===== config.mk =====
export PLATFORM = sky130hd
export DESIGN_NAME = lcd_integrator
export DESIGN_NICKNAME = d
export VERILOG_FILES = /design/src/rtl/lcdi_pkg.sv /design/src/rtl/lcdi_prescaler.sv /design/src/rtl/lcdi_persist.sv /design/src/rtl/lcdi_irq.sv /design/src/rtl/lcd_integrator.sv
export SDC_FILE = /design/constraint.sdc
export NUM_CORES = 1
export LEC_CHECK = 0
export ABC_CLOCK_PERIOD_IN_PS = 3500
export BUFFER_PORTS_ARGS = -buffer_cell sky130_fd_sc_hd__buf_2
export CAP_MARGIN = 20
export CORE_ASPECT_RATIO = 0.5
export CORE_MARGIN = 8
export CORE_UTILIZATION = 53
export CTS_BUF_LIST = sky130_fd_sc_hd__clkbuf_16
export DETAILED_ROUTE_END_ITERATION = 12
export PLACE_DENSITY = 0.76
export SYNTH_ARGS = -nofsm -noshare
export SYNTH_HDL_FRONTEND = slang
export SYNTH_SLANG_ARGS = --single-unit

===== constraint.sdc =====
create_clock -name clk -period 3.5 [get_ports clk]
set_clock_uncertainty 0.2 [all_clocks]
set_input_delay 0.7 -clock clk [delete_from_list [all_inputs] [get_ports clk]]
set_output_delay 0.7 -clock clk [all_outputs]
set_load 0.005 [all_outputs]

===== src/rtl/lcdi_pkg.sv =====
package lcdi_pkg;
  // Effective integration length: a programmed 0 behaves as a single tick.
  function automatic int unsigned eff_len(input int unsigned p);
    return (p == 0) ? 1 : p;
  endfunction
endpackage


===== src/rtl/lcdi_prescaler.sv =====
module lcdi_prescaler #(
  parameter int unsigned DIV = 16383
) (
  input  logic clk,
  input  logic rst_n,
  output logic tick
);
  localparam int unsigned CW = (DIV > 1) ? $clog2(DIV) : 1;
  localparam logic [CW-1:0] LAST = CW'(DIV - 1);

  generate
    if (DIV <= 1) begin : g_passthru
      assign tick = 1'b1;
    end else begin : g_count
      logic [CW-1:0] cnt;
      always_ff @(posedge clk) begin
        if (!rst_n)       cnt <= '0;
        else if (tick)    cnt <= '0;
        else              cnt <= cnt + 1'b1;
      end
      assign tick = (cnt == LAST);

      // ticks are isolated, one per window
      a_r8_tick_isolated: assert property (@(posedge clk) disable iff (!rst_n)
        tick |=> !tick);
      a_r8_cnt_in_range: assert property (@(posedge clk) disable iff (!rst_n)
        cnt <= LAST);
    end
  endgenerate
endmodule


===== src/rtl/lcdi_persist.sv =====
module lcdi_persist #(
  parameter int unsigned PERIOD_W = 16
) (
  input  logic                clk,
  input  logic                rst_n,
  input  logic                tick,
  input  logic                in_sync,
  input  logic [PERIOD_W-1:0] period,
  output logic                lcd,
  output logic                flip
);
  import lcdi_pkg::*;

  logic [PERIOD_W-1:0] cnt;
  logic [PERIOD_W:0]   cnt_inc;
  logic [PERIOD_W:0]   limit;
  logic                opposite;

  // condition that would move the status away from its present value
  assign opposite = lcd ? in_sync : !in_sync;
  assign cnt_inc  = {1'b0, cnt} + 1'b1;
  assign limit    = (PERIOD_W + 1)'(eff_len(32'(period)));
  assign flip     = tick && opposite && (cnt_inc >= limit);

  always_ff @(posedge clk) begin
    if (!rst_n) begin
      lcd <= 1'b1;
      cnt <= '0;
    end else if (tick) begin
      if (flip) begin
        lcd <= !lcd;
        cnt <= '0;
      end else if (opposite) begin
        cnt <= cnt_inc[PERIOD_W-1:0];
      end else begin
        cnt <= '0;
      end
    end
  end

  // status and count move only on tick edges
  a_r8_lcd_tick_only: assert property (@(posedge clk) disable iff (!rst_n)
    !tick |=> $stable(lcd));
  a_r8_cnt_tick_only: assert property (@(posedge clk) disable iff (!rst_n)
    !tick |=> $stable(cnt));
  // a rise needs an out-of-delineation sample on the previous tick
  a_r3_rise_cause: assert property (@(posedge clk) disable iff (!rst_n)
    $rose(lcd) |-> $past(tick && !in_sync));
  // a fall needs a SYNC sample on the previous tick
  a_r2_fall_cause: assert property (@(posedge clk) disable iff (!rst_n)
    $fell(lcd) |-> $past(tick && in_sync));
  // a mismatching tick leaves the count at zero
  a_r4_streak_break: assert property (@(posedge clk) disable iff (!rst_n)
    (tick && !opposite) |=> (cnt == '0));
endmodule


===== src/rtl/lcdi_irq.sv =====
module lcdi_irq #(
  parameter int unsigned DIV = 16383
) (
  input  logic clk,
  input  logic rst_n,
  input  logic flip,
  input  logic irq_en,
  input  logic lcd,
  output logic lcd_irq
);
  always_ff @(posedge clk) begin
    if (!rst_n) lcd_irq <= 1'b0;
    else        lcd_irq <= flip && irq_en;
  end

  // every status change is paired with a pulse when enabled
  a_r5_pulse_on_change: assert property (@(posedge clk) disable iff (!rst_n)
    (lcd != $past(lcd)) |-> (lcd_irq == $past(irq_en)));
  // no pulse while the enable was low
  a_r6_masked_quiet: assert property (@(posedge clk) disable iff (!rst_n)
    lcd_irq |-> $past(irq_en));
  // pulses accompany changes only
  a_r5_pulse_needs_change: assert property (@(posedge clk) disable iff (!rst_n)
    lcd_irq |-> (lcd != $past(lcd)));

  generate
    if (DIV > 1) begin : g_single
      a_r5_single_cycle: assert property (@(posedge clk) disable iff (!rst_n)
        lcd_irq |=> !lcd_irq);
    end
  endgenerate
endmodule


===== src/rtl/lcd_integrator.sv =====
module lcd_integrator #(
  parameter int unsigned DIV      = 16383,
  parameter int unsigned PERIOD_W = 16
) (
  input  logic                clk,
  input  logic                rst_n,
  input  logic                in_sync,
  input  logic [PERIOD_W-1:0] period,
  input  logic                irq_en,
  output logic                lcd,
  output logic                lcd_irq
);
  logic tick;
  logic flip;

  lcdi_prescaler #(.DIV(DIV)) u_pre (
    .clk   (clk),
    .rst_n (rst_n),
    .tick  (tick)
  );

  lcdi_persist #(.PERIOD_W(PERIOD_W)) u_per (
    .clk     (clk),
    .rst_n   (rst_n),
    .tick    (tick),
    .in_sync (in_sync),
    .period  (period),
    .lcd     (lcd),
    .flip    (flip)
  );

  lcdi_irq #(.DIV(DIV)) u_irq (
    .clk     (clk),
    .rst_n   (rst_n),
    .flip    (flip),
    .irq_en  (irq_en),
    .lcd     (lcd),
    .lcd_irq (lcd_irq)
  );

  // reset value of the status
  a_r1_reset_state: assert property (@(posedge clk)
    !rst_n |=> (lcd && !lcd_irq));
endmodule


==> out/qor_table.md, run 1 <==
| Metric | Value |
|---|---|
| Final number of max-transition violations | 0 |
| Post-cts hold buffer count | 0 |
| Multi-input logic area | 1323 sq um |
| Setup repair after global routing missed its margin | true |
| Count of H-tree levels built during CTS | 2 |
| Count of pins on the block boundary | 22 |
| Count of clock tree sinks | 32 |
| Total global routing track utilization | 15.90% |
| Worst hold path class | reg2reg |
| Critical hold path startpoint | u_per.cnt[11]$_SDFFE_PN0N_ |
| Required time of the critical path | 3.46 ns |
| Remaining antenna violation count | 0 |
| Residual DRC count | 0 |
| Fraction of final layout cells sized beyond drive strength 1 | 19.73% |
| Via count of the first global-routing pass | 1871 |
| Final hold violation count | 0 |
| Clock power share | 49.5% |
| Core Rows | 16 |
| Number of warnings printed during yosys synthesis | 0 |
| Wire length of the first global-routing pass | 8.073 mm |
| Highest-count cells in the layout ignoring fill and taps | sky130_fd_sc_hd__nand2_1 (43), sky130_fd_sc_hd__nor2_1 (29), sky130_fd_sc_hd__dfxtp_1 (27), sky130_fd_sc_hd__buf_2 (21), sky130_fd_sc_hd__inv_1 (20) |
| Buffers and inverters on the worst path | 3 |
| DIE WIDTH | 104.1 um |
| Number of nets in the synthesized netlist | 302 |
| Number of distinct standard cells referenced by the synthesized netlist | 36 |
| Iteration count of the initial detailed-routing pass | 4 |
| RD Place Congestion | 0.8707 |
| Internal power | 641.1 uW |
| Slew at the pin closest to its max-slew limit | 0.7346 ns |
| Total inserted antenna cells | 0 |
| Core Footprint | 3804 sq um |
| Final critical-path share of the clock period | 94.41% |
| Initial core utilization | 54.11% |
| Critical path launch point | u_per.cnt[3]$_SDFFE_PN0N_ |
| GRT Residual Overflow | 0 |
| Worst Hold Slack | 0.2688 ns |
| Largest delay share family, worst path | simple AND/OR/NAND/NOR gates |
| Proportion of power drawn by flip-flops and latches | 45.3% |
| Synthesized flop and latch total | 32 |
| Final-layout setup total negative slack | 0 ns |
| Post-Synthesis Mean Instance Area | 7.826 sq um |
| Netlist area before placement | 2058 sq um |
| Count of input and output buffers | 21 |
| Maximum number of pins on one net before global-route repair | 18 |
| Total of endpoints with negative setup slack in the final report | 0 |
| Setup slack of the critical path after layout | 0.1957 ns |
| Resize count post-CTS | 0 |
| Setup repair bufs after CTS | 0 |
| Setup CP Type | reg2reg |
| Relative max-transition margin | 50.98% |
| Number of buffers created by CTS | 5 |
| Number of cells produced by synthesis | 263 |
| Nature of the critical path startpoint | flop |
| Leakage power summed over all cells | 1.159 nW |
| Net count reported at finish | 333 |
| Critical-path maximum fanout | 10 |
| Commonest non-fill, non-tap cell in the layout | sky130_fd_sc_hd__nand2_1 |
| Number of max-cap violations | 0 |
| HPWL Detailed | 3.640 mm |
| Number of vias after detailed routing | 1905 |
| Post-route standard cell area excluding fillers | 2422 sq um |
| Top achievable clock speed | 302.6 MHz |
| Combinational fraction of design power | 5.2% |
| Final critical path time including I/O delays and setup | 3.304 ns |
| Main synth FF type | sky130_fd_sc_hd__dfxtp_1 |
| Area after detailed placement | 2268 sq um |
| Root buf cell | sky130_fd_sc_hd__clkbuf_16 |
| Worst-path cell with the longest stage delay | sky130_fd_sc_hd__dfxtp_2 |
| Area share of the largest cell type after synthesis | 31.12% |
| TritonCTS clock tree | built |
| Synth area leaders | sky130_fd_sc_hd__dfxtp_1 (31%), sky130_fd_sc_hd__ha_1 (12%), sky130_fd_sc_hd__nand2_1 (8.0%) |
| Count of routing violations after the opening detailed-route iteration | 64 |
| Routed WL per cell | 13.68 um |
| Fill cell total of the finished layout | 354 |
| Total wire length after detailed routing | 4.760 mm |
| Maximum VDD drop | 250.1 uV |
| Number of buffers on the longest clock path | 2 |
| Post-synth EDFFs | 0 |
| Vias per inst | 5.474 |
| Result of the run | finished, final reports clean |
| Latest clock arrival within the worst-skew pair | 0.28 ns |
| Initial antenna violation count | 0 |
| Net Sw Power | 177.4 uW |
| Total power density per cell area | 337.9 nW/um^2 |
| Reg-to-Reg Start | u_per.cnt[3]$_SDFFE_PN0N_ |
| Chain of cells forming the critical path | nand4_2 > buf_4 > nor3_2 > nand2_2 > and2_1 > or2_2 > ha_1 > nand2_1 > nor3_2 > buf_4 > nand3_1 > o2111a_2 > buf_4 > a41oi_1 > mux2i_1 |
| Arrival time reported for the critical path endpoint | 3.27 ns |
| Area of the die | 6255 sq um |
| Area leader, netlist | sky130_fd_sc_hd__dfxtp_1 |
| Crit-path most repeated cell | sky130_fd_sc_hd__buf_4 |
| Area grow syn2layout | 17.69% |
| Async set or reset register ratio after synthesis | 0% |
| Clk pin slew, worst setup/hold paths | 0.05 ns |
| Sequential fraction of the synthesis area | 31.12% |
| Die height | 60.07 um |
| Pre-CTS setup slack | 0.06202 ns |
| Register area | 646.9 sq um |
| Category of the worst setup path capture point | flop |
| Switching part of the total | 21.67% |
| Worst stage delay on the critical path | 0.37 ns |
| Layout Utilization | 63.68% |
power by group through the flow:
stage               Sequential [mW]  Combinational (mW)  Clock, mW
finish                        0.371              0.0422      0.405
global route                  0.371              0.0486      0.426
CTS                           0.371              0.0423      0.411
detailed placement            0.378              0.0419          0
global placement              0.378              0.0402          0
floorplan                     0.378              0.0235          0
cell type report:
| type | count | share of cell area (%) |
|---|---|---|
| Multi-Input combinational cell | 205 | 54.60 |
| Sequential cell | 32 | 26.70 |
| Timing Repair Buffer | 31 | 7.438 |
| Clock buffer | 5 | 5.165 |
| Inverter | 19 | 2.944 |
| Tap cell | 54 | 2.789 |
| Clock inverter | 2 | 0.3616 |
metal layers:
layer	up-vias	wire [um]	track usage, %
met3	4	267	5.376
li1	974	-	-
met5	-	0	0
met4	0	29	3.870
met1	891	2229	18.26
met2	36	2234	28.35
registers in the layout (all words and copies together) (netlist names):
name               count
u_irq.lcd_irq          1
u_per.cnt             16
u_per.lcd              1
u_pre.g_count.cnt     14
logic make-up after synthesis:
kind of cell             synth area share, %
AO/OA/AOI/OAI                          10.15
adder cells (fa/ha/maj)                11.55
flip-flops                             31.12
multiplexers                           1.033
AND/OR/NAND/NOR                        32.34
buffers and inverters                  5.289
XOR/XNOR                               8.511
synth_stat cells (7+ instances only):
master / number
sky130_fd_sc_hd__nor2_1: 29
sky130_fd_sc_hd__ha_1: 19
sky130_fd_sc_hd__xor2_1: 11
sky130_fd_sc_hd__dfxtp_1: 32
sky130_fd_sc_hd__and2_1: 7
sky130_fd_sc_hd__inv_1: 19
sky130_fd_sc_hd__nand3_1: 17
sky130_fd_sc_hd__xnor2_1: 9
sky130_fd_sc_hd__o2111ai_1: 7
sky130_fd_sc_hd__or2_2: 7
sky130_fd_sc_hd__nand2_1: 44
sky130_fd_sc_hd__nand4_1: 14
worst min-delay path: cells and delay by family (launching register included):
family | cells | cell delay (ns)
DFF | 1 | 0.32
and+or+nand+nor | 2 | 0.10
stage by stage:
step / power (mW) / std cells
final: 0.8186 / 348
after global routing: 0.8457 / 348
after CTS: 0.8246 / 348
after detailed placement: 0.4203 / 341
after global placement: 0.4185 / 341
after floorplan: 0.4015 / 263
path summary, 6_finish.rpt:
check,end,slack (ns),depth (start not counted)
worst max-delay path,u_per.cnt[2]$_SDFFE_PN0N_,0.20,15
worst min-delay path,u_per.cnt[11]$_SDFFE_PN0N_,0.27,2
worst max register to register,u_per.cnt[2]$_SDFFE_PN0N_,0.20,15
worst min register to register,u_per.cnt[11]$_SDFFE_PN0N_,0.27,2
(Power assumes the default switching activity.)
==> run 2: changes to the inputs <==
--- a/config.mk
+++ b/config.mk
@@ -10,10 +10,11 @@
 export CAP_MARGIN = 20
 export CORE_ASPECT_RATIO = 0.5
 export CORE_MARGIN = 8
-export CORE_UTILIZATION = 53
+export CORE_UTILIZATION = 30
 export CTS_BUF_LIST = sky130_fd_sc_hd__clkbuf_16
 export DETAILED_ROUTE_END_ITERATION = 12
-export PLACE_DENSITY = 0.76
+export GPL_ROUTABILITY_DRIVEN = 0
+export PLACE_DENSITY = 0.57
 export SYNTH_ARGS = -nofsm -noshare
 export SYNTH_HDL_FRONTEND = slang
 export SYNTH_SLANG_ARGS = --single-unit
==> run 2 against run 1 <==
Against the previous run:
- count of clock-buffer cells in the layout stayed put
- die area is 59% higher
- critical path depth fell by 1
- combinational power is 0.9% higher
- total power is 1.2% lower
==> out/qor_table.md, run 2 (synthesis results as in run 1) <==
| Metric | Value | vs previous |
|---|---|---|
| Count of pins on the block boundary | 22 | unchanged |
| Routed WL per cell | 12.13 um | was 13.68 um |
| Layout Utilization | 36.56% | was 63.68% |
| Chain of cells forming the critical path | nand4_2 > nor3_1 > buf_4 > nand3_1 > and2_1 > or2_2 > ha_1 > nand3_1 > nor3_2 > nand3_1 > o2111a_2 > buf_4 > a41oi_1 > mux2i_1 | was nand4_2 > buf_4 > nor3_2 > nand2_2 > and2_1 > or2_2 > ha_1 > nand2_1 > nor3_2 > buf_4 > nand3_1 > o2111a_2 > buf_4 > a41oi_1 > mux2i_1 |
| Capture point of the worst reg-to-reg path | u_per.cnt[2]$_SDFFE_PN0N_ | unchanged |
| Number of buffers on the longest clock path | 2 | unchanged |
| Path depth of the worst reg2reg path | 14 | was 15 |
| Nature of the critical path startpoint | flop | unchanged |
| Vias per inst | 4.793 | was 5.474 |
| Commonest non-fill, non-tap cell in the layout | sky130_fd_sc_hd__nand2_1 | unchanged |
| Buffers and inverters on the worst path | 2 | was 3 |
| Final-layout setup total negative slack | 0 ns | unchanged |
| Worst hold path endpoint | u_per.cnt[11]$_SDFFE_PN0N_ | unchanged |
| Top achievable clock speed | 307.0 MHz | was 302.6 MHz |
| Setup repair after global routing missed its margin | false | was true |
| Total of endpoints with negative setup slack in the final report | 0 | unchanged |
| Result of the run | finished, final reports clean | unchanged |
| Remaining antenna violation count | 0 | unchanged |
| Die height | 74.57 um | was 60.07 um |
| Final critical path time including I/O delays and setup | 3.257 ns | was 3.304 ns |
| Iteration count of the initial detailed-routing pass | 4 | unchanged |
| Setup repair bufs after CTS | 0 | unchanged |
| Wire length of the first global-routing pass | 7.859 mm | was 8.073 mm |
| Relative max-transition margin | 53.74% | was 50.98% |
| Residual DRC count | 0 | unchanged |
| Post-cts hold buffer count | 0 | unchanged |
| Worst-path cell with the longest stage delay | sky130_fd_sc_hd__dfxtp_1 | was sky130_fd_sc_hd__dfxtp_2 |
| Fraction of final layout cells sized beyond drive strength 1 | 16.55% | was 19.73% |
| Maximum number of pins on one net before global-route repair | 19 | was 18 |
| Number of max-cap violations | 0 | unchanged |
| Critical-path maximum fanout | 12 | was 10 |
| Via count of the first global-routing pass | 1755 | was 1871 |
| Register with the most flip-flops | u_per.cnt | unchanged |
| Setup CP Type | reg2reg | unchanged |
| Largest registers | u_per.cnt (16), u_pre.g_count.cnt (14) | unchanged |
| Clk pin slew, worst setup/hold paths | 0.05 ns | about the same |
| Total global routing track utilization | 9.847% | was 15.90% |
| R2R setup slack | 0.24 ns | was 0.20 ns |
| Latest clock arrival within the worst-skew pair | 0.27 ns | was 0.28 ns |
| Reg-to-Reg Start | u_per.cnt[4]$_SDFFE_PN0N_ | was u_per.cnt[3]$_SDFFE_PN0N_ |
| Total wire length after detailed routing | 4.634 mm | was 4.760 mm |
| Initial core utilization | 30.84% | was 54.11% |
| Worst hold stages | 2 | unchanged |
| Maximum VDD drop | 159.5 uV | was 250.1 uV |
| Count of H-tree levels built during CTS | 2 | unchanged |
| HPWL Detailed | 3.588 mm | was 3.640 mm |
| Leakage power summed over all cells | 1.139 nW | was 1.159 nW |
| Largest delay share family, worst path | simple AND/OR/NAND/NOR gates | unchanged |
| TritonCTS clock tree | built | unchanged |
| GRT Residual Overflow | 0 | unchanged |
| Count of routing violations after the opening detailed-route iteration | 77 | was 64 |
| Area grow syn2layout | 18.54% | was 17.69% |
| Final number of max-transition violations | 0 | unchanged |
| Final hold violation count | 0 | unchanged |
| Highest-count cells in the layout ignoring fill and taps | sky130_fd_sc_hd__nand2_1 (44), sky130_fd_sc_hd__dfxtp_1 (30), sky130_fd_sc_hd__nor2_1 (29), sky130_fd_sc_hd__buf_2 (21) | was sky130_fd_sc_hd__nand2_1 (43), sky130_fd_sc_hd__nor2_1 (29), sky130_fd_sc_hd__dfxtp_1 (27), sky130_fd_sc_hd__buf_2 (21), sky130_fd_sc_hd__inv_1 (20) |
| Count of clock tree sinks | 32 | unchanged |
| Category of the worst setup path capture point | flop | unchanged |
| Worst hold path class | reg2reg | unchanged |
| Required time of the critical path | 3.46 ns | about the same |
| DIE WIDTH | 133.1 um | was 104.1 um |
| Largest register FFs | 16 | unchanged |
| Total inserted antenna cells | 0 | unchanged |
| Area of the die | 9928 sq um | was 6255 sq um |
| Final critical-path share of the clock period | 93.06% | was 94.41% |
| Crit-path most repeated cell | sky130_fd_sc_hd__nand3_1 | was sky130_fd_sc_hd__buf_4 |
| Core Footprint | 6674 sq um | was 3804 sq um |
| Total power density per cell area | 331.4 nW/um^2 | was 337.9 nW/um^2 |
| Worst stage delay on the critical path | 0.40 ns | was 0.37 ns |
| Critical hold path startpoint | u_per.cnt[11]$_SDFFE_PN0N_ | unchanged |
| Number of vias after detailed routing | 1831 | was 1905 |
| Initial antenna violation count | 0 | unchanged |
| Number of buffers created by CTS | 5 | unchanged |
| Count of input and output buffers | 21 | unchanged |
| Core Rows | 21 | was 16 |
| Root buf cell | sky130_fd_sc_hd__clkbuf_16 | unchanged |
| Net count reported at finish | 329 | was 333 |
| Arrival time reported for the critical path endpoint | 3.21 ns | was 3.27 ns |
| Slew at the pin closest to its max-slew limit | 0.6932 ns | was 0.7346 ns |
| Fill cell total of the finished layout | 738 | was 354 |
[run 2: how the worst max path moves through the flow]
stage                              start                         to  slack (ns)  depth (start not counted)
2_1_floorplan  u_per.cnt[2]$_SDFFE_PN0N_     u_per.lcd$_SDFFE_PN1P_        0.18                         13
3_3_place_gp   u_per.cnt[0]$_SDFFE_PN0N_  u_per.cnt[2]$_SDFFE_PN0N_        0.20                         14
3_5_place_dp   u_per.cnt[3]$_SDFFE_PN0N_  u_per.cnt[2]$_SDFFE_PN0N_        0.16                         14
4_1_cts        u_per.cnt[3]$_SDFFE_PN0N_  u_per.cnt[2]$_SDFFE_PN0N_        0.13                         14
5_1_grt        u_per.cnt[4]$_SDFFE_PN0N_  u_per.cnt[2]$_SDFFE_PN0N_        0.01                         14
6_report       u_per.cnt[4]$_SDFFE_PN0N_  u_per.cnt[2]$_SDFFE_PN0N_        0.24                         14
[run 2: layout make-up]
class | instances | area, sq um | share of cell area [%]
clock buffer | 5 | 125.1 | 5.128
multi-input combinational | 205 | 1315 | 53.90
timing repair buffer | 27 | 162.7 | 6.667
inverter | 19 | 71.32 | 2.923
clock inverter | 2 | 7.507 | 0.3077
sequential | 32 | 643.1 | 26.36
tap | 92 | 115.1 | 4.718
[run 2: stage by stage]
| stage | instances | cell area [sq um] | hold slack (ns) | power [mW] | worst slack, ns |
|---|---|---|---|---|---|
| final | 382 | 2440 | 0.2636 | 0.8086 | 0.2429 |
| after global routing | 382 | 2440 | 0.2923 | 0.8410 | 0.01038 |
| after CTS | 382 | 2431 | 0.2663 | 0.8219 | 0.1310 |
| after global placement | 375 | 2298 | 0.2573 | 0.4194 | 0.1998 |
| after detailed placement | 375 | 2298 | 0.2600 | 0.4212 | 0.1619 |
| after floorplan | 263 | 2058 | 0.2400 | 0.4015 | 0.1778 |
[run 2: metal layers]
metal	track usage (%)	part of all wire, %	up-vias
met1	11.63	49	842
met5	0	0	-
li1	-	-	966
met2	16.23	46	19
met4	5.055	1.3	0
met3	2.965	3.6	4
[run 2: worst min-delay path: stages (launching register included)]
cell                      delay, ns
sky130_fd_sc_hd__dfxtp_1       0.32
sky130_fd_sc_hd__nand2_1       0.06
sky130_fd_sc_hd__nand2_1       0.04
[run 2: power breakdown]
| group | leakage, nW | total, mW | internal [mW] | switching [mW] |
|---|---|---|---|---|
| sequential | 0.259 | 0.371 | 0.368 | 0.00330 |
| combinational | 0.815 | 0.0426 | 0.0186 | 0.0240 |
| clock | 0.0648 | 0.395 | 0.253 | 0.141 |
[run 2: timing repair]
| item | 4_1_cts | 5_1_grt |
|---|---|---|
| setup endpoints to repair | 0 | 13 |
| gates resized for setup | 0 | 4 |
| endpoints found under the hold margin | 0 | 0 |
